$ cat src/rtl/mac_pkg.sv
package mac_pkg;
  // Z operand select, opcode bits [1:0]
  typedef enum logic [1:0] {
    Z_ZERO = 2'b00,
    Z_CIN  = 2'b01,
    Z_FEED = 2'b10,
    Z_RSVD = 2'b11
  } zsel_e;

  // opcode layout: [4] bypass, [3] pre-subtract, [2] post-subtract, [1:0] Z select
  typedef struct packed {
    logic  pre_byp;
    logic  pre_sub;
    logic  post_sub;
    zsel_e zsel;
  } op_t;

  localparam int OP_W = $bits(op_t);
endpackage

$ cat src/rtl/mac_in_reg.sv
module mac_in_reg
  import mac_pkg::*;
#(
  parameter int AW = 25,
  parameter int BW = 18,
  parameter int PW = 48
) (
  input  logic          clk,
  input  logic          rst,
  input  logic          v_i,
  input  logic [AW-1:0] a_i,
  input  logic [AW-1:0] d_i,
  input  logic [BW-1:0] b_i,
  input  logic [PW-1:0] c_i,
  input  op_t           op_i,
  output logic          v_o,
  output logic [AW-1:0] a_o,
  output logic [AW-1:0] d_o,
  output logic [BW-1:0] b_o,
  output logic [PW-1:0] c_o,
  output op_t           op_o
);
  always_ff @(posedge clk) begin
    if (rst) begin
      v_o  <= 1'b0;
      a_o  <= '0;
      d_o  <= '0;
      b_o  <= '0;
      c_o  <= '0;
      op_o <= '0;
    end else begin
      v_o  <= v_i;
      a_o  <= a_i;
      d_o  <= d_i;
      b_o  <= b_i;
      c_o  <= c_i;
      op_o <= op_i;
    end
  end
endmodule

$ cat src/rtl/mac_mult.sv
module mac_mult
  import mac_pkg::*;
#(
  parameter int AW = 25,
  parameter int BW = 18,
  parameter int PW = 48,
  localparam int MW = AW + BW
) (
  input  logic          clk,
  input  logic          rst,
  input  logic          v_i,
  input  logic [AW-1:0] a_i,
  input  logic [AW-1:0] d_i,
  input  logic [BW-1:0] b_i,
  input  logic [PW-1:0] c_i,
  input  op_t           op_i,
  output logic          v_o,
  output logic [MW-1:0] prod_o,
  output logic [PW-1:0] c_o,
  output op_t           op_o
);
  logic signed [AW-1:0] pre_s;
  logic signed [BW-1:0] b_s;
  logic signed [MW-1:0] prod_d;

  // pre-adder, result kept to AW bits
  always_comb begin
    if (op_i.pre_byp)
      pre_s = a_i;
    else if (op_i.pre_sub)
      pre_s = d_i - a_i;
    else
      pre_s = d_i + a_i;
  end

  assign b_s    = b_i;
  assign prod_d = MW'(pre_s) * MW'(b_s);

  always_ff @(posedge clk) begin
    if (rst) begin
      v_o    <= 1'b0;
      prod_o <= '0;
      c_o    <= '0;
      op_o   <= '0;
    end else begin
      v_o    <= v_i;
      prod_o <= prod_d;
      c_o    <= c_i;
      op_o   <= op_i;
    end
  end


  vld_fwd_chk: assert property (@(posedge clk) disable iff (rst) v_i |=> v_o);

  vld_idle_chk: assert property (@(posedge clk) disable iff (rst) !v_i |=> !v_o);
endmodule

$ cat src/rtl/mac_post.sv
module mac_post
  import mac_pkg::*;
#(
  parameter int MW = 43,
  parameter int PW = 48
) (
  input  logic          clk,
  input  logic          rst,
  input  logic          v_i,
  input  logic [MW-1:0] prod_i,
  input  logic [PW-1:0] c_i,
  input  op_t           op_i,
  output logic          v_o,
  output logic [PW-1:0] p_o
);
  logic [PW-1:0] m_ext;
  logic [PW-1:0] z_op;
  logic [PW-1:0] sum_d;

  generate
    if (PW > MW) begin : g_sext
      assign m_ext = {{(PW-MW){prod_i[MW-1]}}, prod_i};
    end else begin : g_trunc
      assign m_ext = prod_i[PW-1:0];
    end
  endgenerate

  always_comb begin
    unique case (op_i.zsel)
      Z_CIN:   z_op = c_i;
      Z_FEED:  z_op = p_o;
      default: z_op = '0;
    endcase
  end

  assign sum_d = op_i.post_sub ? (z_op - m_ext) : (z_op + m_ext);

  always_ff @(posedge clk) begin
    if (rst) begin
      v_o <= 1'b0;
      p_o <= '0;
    end else begin
      v_o <= v_i;
      if (v_i) p_o <= sum_d;
    end
  end


  p_hold_chk: assert property (@(posedge clk) disable iff (rst) !v_i |=> $stable(p_o));

  z_zero_chk: assert property (@(posedge clk) disable iff (rst)
    (v_i && op_i.zsel == Z_ZERO && !op_i.post_sub) |=> p_o == $past(m_ext));

  z_feed_chk: assert property (@(posedge clk) disable iff (rst)
    (v_i && op_i.zsel == Z_FEED && !op_i.post_sub) |=> p_o == $past(p_o) + $past(m_ext));

  c_sub_chk: assert property (@(posedge clk) disable iff (rst)
    (v_i && op_i.zsel == Z_CIN && op_i.post_sub) |=> p_o == $past(c_i) - $past(m_ext));
endmodule

$ cat src/rtl/mac_slice.sv
module mac_slice
  import mac_pkg::*;
#(
  parameter int AW = 25,
  parameter int BW = 18,
  parameter int PW = 48
) (
  input  logic            clk,
  input  logic            rst,
  input  logic            in_valid,
  input  logic [AW-1:0]   a_in,
  input  logic [AW-1:0]   d_in,
  input  logic [BW-1:0]   b_in,
  input  logic [PW-1:0]   c_in,
  input  logic [OP_W-1:0] op_in,
  output logic            out_valid,
  output logic [PW-1:0]   p_out
);
  localparam int MW = AW + BW;

  logic          s1_v;
  logic [AW-1:0] s1_a;
  logic [AW-1:0] s1_d;
  logic [BW-1:0] s1_b;
  logic [PW-1:0] s1_c;
  op_t           s1_op;

  logic          s2_v;
  logic [MW-1:0] s2_prod;
  logic [PW-1:0] s2_c;
  op_t           s2_op;

  mac_in_reg #(.AW(AW), .BW(BW), .PW(PW)) u_in (
    .clk(clk), .rst(rst),
    .v_i(in_valid), .a_i(a_in), .d_i(d_in), .b_i(b_in), .c_i(c_in), .op_i(op_t'(op_in)),
    .v_o(s1_v), .a_o(s1_a), .d_o(s1_d), .b_o(s1_b), .c_o(s1_c), .op_o(s1_op)
  );

  mac_mult #(.AW(AW), .BW(BW), .PW(PW)) u_mult (
    .clk(clk), .rst(rst),
    .v_i(s1_v), .a_i(s1_a), .d_i(s1_d), .b_i(s1_b), .c_i(s1_c), .op_i(s1_op),
    .v_o(s2_v), .prod_o(s2_prod), .c_o(s2_c), .op_o(s2_op)
  );

  mac_post #(.MW(MW), .PW(PW)) u_post (
    .clk(clk), .rst(rst),
    .v_i(s2_v), .prod_i(s2_prod), .c_i(s2_c), .op_i(s2_op),
    .v_o(out_valid), .p_o(p_out)
  );
endmodule

$ cat config.mk
export PLATFORM = sky130hd
export DESIGN_NAME = mac_slice
export DESIGN_NICKNAME = d
export VERILOG_FILES = /design/src/rtl/mac_pkg.sv /design/src/rtl/mac_in_reg.sv /design/src/rtl/mac_mult.sv /design/src/rtl/mac_post.sv /design/src/rtl/mac_slice.sv
export SDC_FILE = /design/constraint.sdc
export NUM_CORES = 2
export LEC_CHECK = 0
export CAP_MARGIN = 20
export CORE_AREA = 2 2 212 266
export DETAILED_ROUTE_END_ITERATION = 6
export DIE_AREA = 0 0 214 268
export DONT_BUFFER_PORTS = 1
export PLACE_DENSITY = 0.75
export SLEW_MARGIN = 5
export SYNTH_ARGS = -nofsm -noshare
export SYNTH_HDL_FRONTEND = slang
export SYNTH_HIERARCHICAL = 1
export SYNTH_SLANG_ARGS = --single-unit
$ cat constraint.sdc
create_clock -name clk -period 13.1 [get_ports clk]
set_input_delay 0.655 -clock clk [delete_from_list [all_inputs] [get_ports clk]]
set_output_delay 0.655 -clock clk [all_outputs]
set_load 0.05 [all_outputs]
==> metrics <==
largest net degree at the start of global routing 252; worst-margin pin slew 1170 ps; CP max stage delay 800 ps; H-tree Lvls 1; global-route wire length before repair 117000 um; most frequent cells in the layout inv_1, fa_1, nand2_1, dfxtp_1, nor2b_1; worst path arrival time 12040 ps; max cap viols 0; Filler Cells Inserted 4863; multi-input logic area 0.0219 mm2; chip width 214 um; Final nets 4058; commonest non-fill, non-tap cell in the layout inv_1; overall global routing resource usage 0.249; Slowest cell on crit path a221oi_4; via count 22.2k; wire per inst 17.2 um; CTS tree yes; DR pass1 iterations 6; core area 0.0547 mm2; fin. max-slew vios 0; Most common cell on crit path fa_1; clock latency on the worst-skew pair 570 ps; outcome finished clean; Slew headroom 0.218; detailed-route wire length 70000 um; register area 0.00533 mm2; Worst Path Required 13610 ps; Ant. Diodes 0; Post-DP HPWL 54900 um; initial antenna violation count 1; share of post-route cells with drive strength above 1 0.0384; Hold Buf Count CTS 0; fin crit share 0.880; Mapped Cells 3401; Placer Congestion 0.897; Final Hold Fails 0; area delta synth->final 5.15%; post-cts resize count 0; ANT nets after route 0; CTS Sinks 266; Startpoint Class register; IO Pins 173; CP Capture Type register; Die Y 268 um; RSZ-0062 raised after global routing no; Synth Area per Inst 8.79 um2; total grt overflow 0; final setup violation count 0; worst-path fanout max 22; Mapped Nets 4151; Setup WS pre-CTS 1620 ps; die area 0.0574 mm2; Port Buffer Count 0; YS warnings 6; CTS Root Cell clkbuf_16; Hold Crit Class in2reg; # DRC 0; synthesized area 0.0299 mm2; Worst Skew 18.0 ps; number of global-route vias before repair 23.4k; initial DRC count 1338; CTS clk-pin slew, worst paths 60 ps; Rows 96; Starting Density 0.547; vias per cell 5.47; total negative slack 0 ps; min Tclk post-route 11530 ps; Worst Setup Slack, final 1570 ps; fmax 0.0868 GHz; TritonCTS buffer count 28; critical path type reg2reg; # Post-CTS Setup Buffers 0; clock tree buffer depth 3
==> stage by stage <==
stage / instances / hold WS, ps / instance area (um2) / util
after global placement: 4013 / 419 / 30500 / 0.558
final: 4064 / 165 / 31400 / 0.575
after floorplan: 3401 / 414 / 29900 / -
after global routing: 4064 / 130 / 31400 / 0.575
after CTS: 4064 / 135 / 31400 / 0.575
after detailed placement: 4013 / 425 / 30500 / 0.558
==> flip-flops by register name, indices dropped and copies added, names as in the netlist <==
signal / cells
u_mult/prod_o: 43
u_in/a_o: 25
u_mult/c_o: 48
u_in/d_o: 25
u_mult/op_o: 3
u_post/p_o: 48
u_in/op_o: 5
u_in/c_o: 48
u_in/v_o: 1
u_post/v_o: 1
u_in/b_o: 18
u_mult/v_o: 1
==> layer usage <==
layer | track usage | wire length (um) | part of all wire | up-vias
met2 | 0.451 | 34900 | 0.50 | 675
met1 | 0.308 | 28900 | 0.41 | 10900
met3 | 0.0383 | 4150 | 0.059 | 160
met4 | 0.0718 | 2000 | 0.029 | 2
met5 | 0 | 13 | 0.00019 | -
li1 | - | - | - | 10600
==> path summary, 6_finish.rpt <==
check	from	to	slack [ps]	depth (start not counted)
worst min-delay path	rst	u_in/c_o[10]$_SDFF_PP0_	170	1
worst min register to register	u_in/c_o[7]$_SDFF_PP0_	u_mult/c_o[7]$_SDFF_PP0_	440	1
worst max register to register	u_in/a_o[5]$_SDFF_PP0_	u_mult/prod_o[42]$_SDFF_PP0_	1570	33
worst max-delay path	u_in/a_o[5]$_SDFF_PP0_	u_mult/prod_o[42]$_SDFF_PP0_	1570	33
==> worst max-delay path: cells and delay by family, from the launching register on <==
kind / cells / cell delay, ps
and+or+nand+nor: 7 / 2410
buffers and inverters: 4 / 440
xor gates and xnor gates: 2 / 380
AOI/OAI and AO/OA: 12 / 3770
DFF: 1 / 340
adders and majority gates: 8 / 4110
==> layout make-up <==
class / count / area share
clock buffer: 35 / 0.0248
tap: 735 / 0.0293
timing repair buffer: 24 / 0.00573
inverter: 567 / 0.0677
clock inverter: 16 / 0.00534
multi-input combinational: 2421 / 0.698
sequential: 266 / 0.170
Power is not shown: default switching activity piles up to over one toggle a cycle in this logic, so the estimate is an artifact.
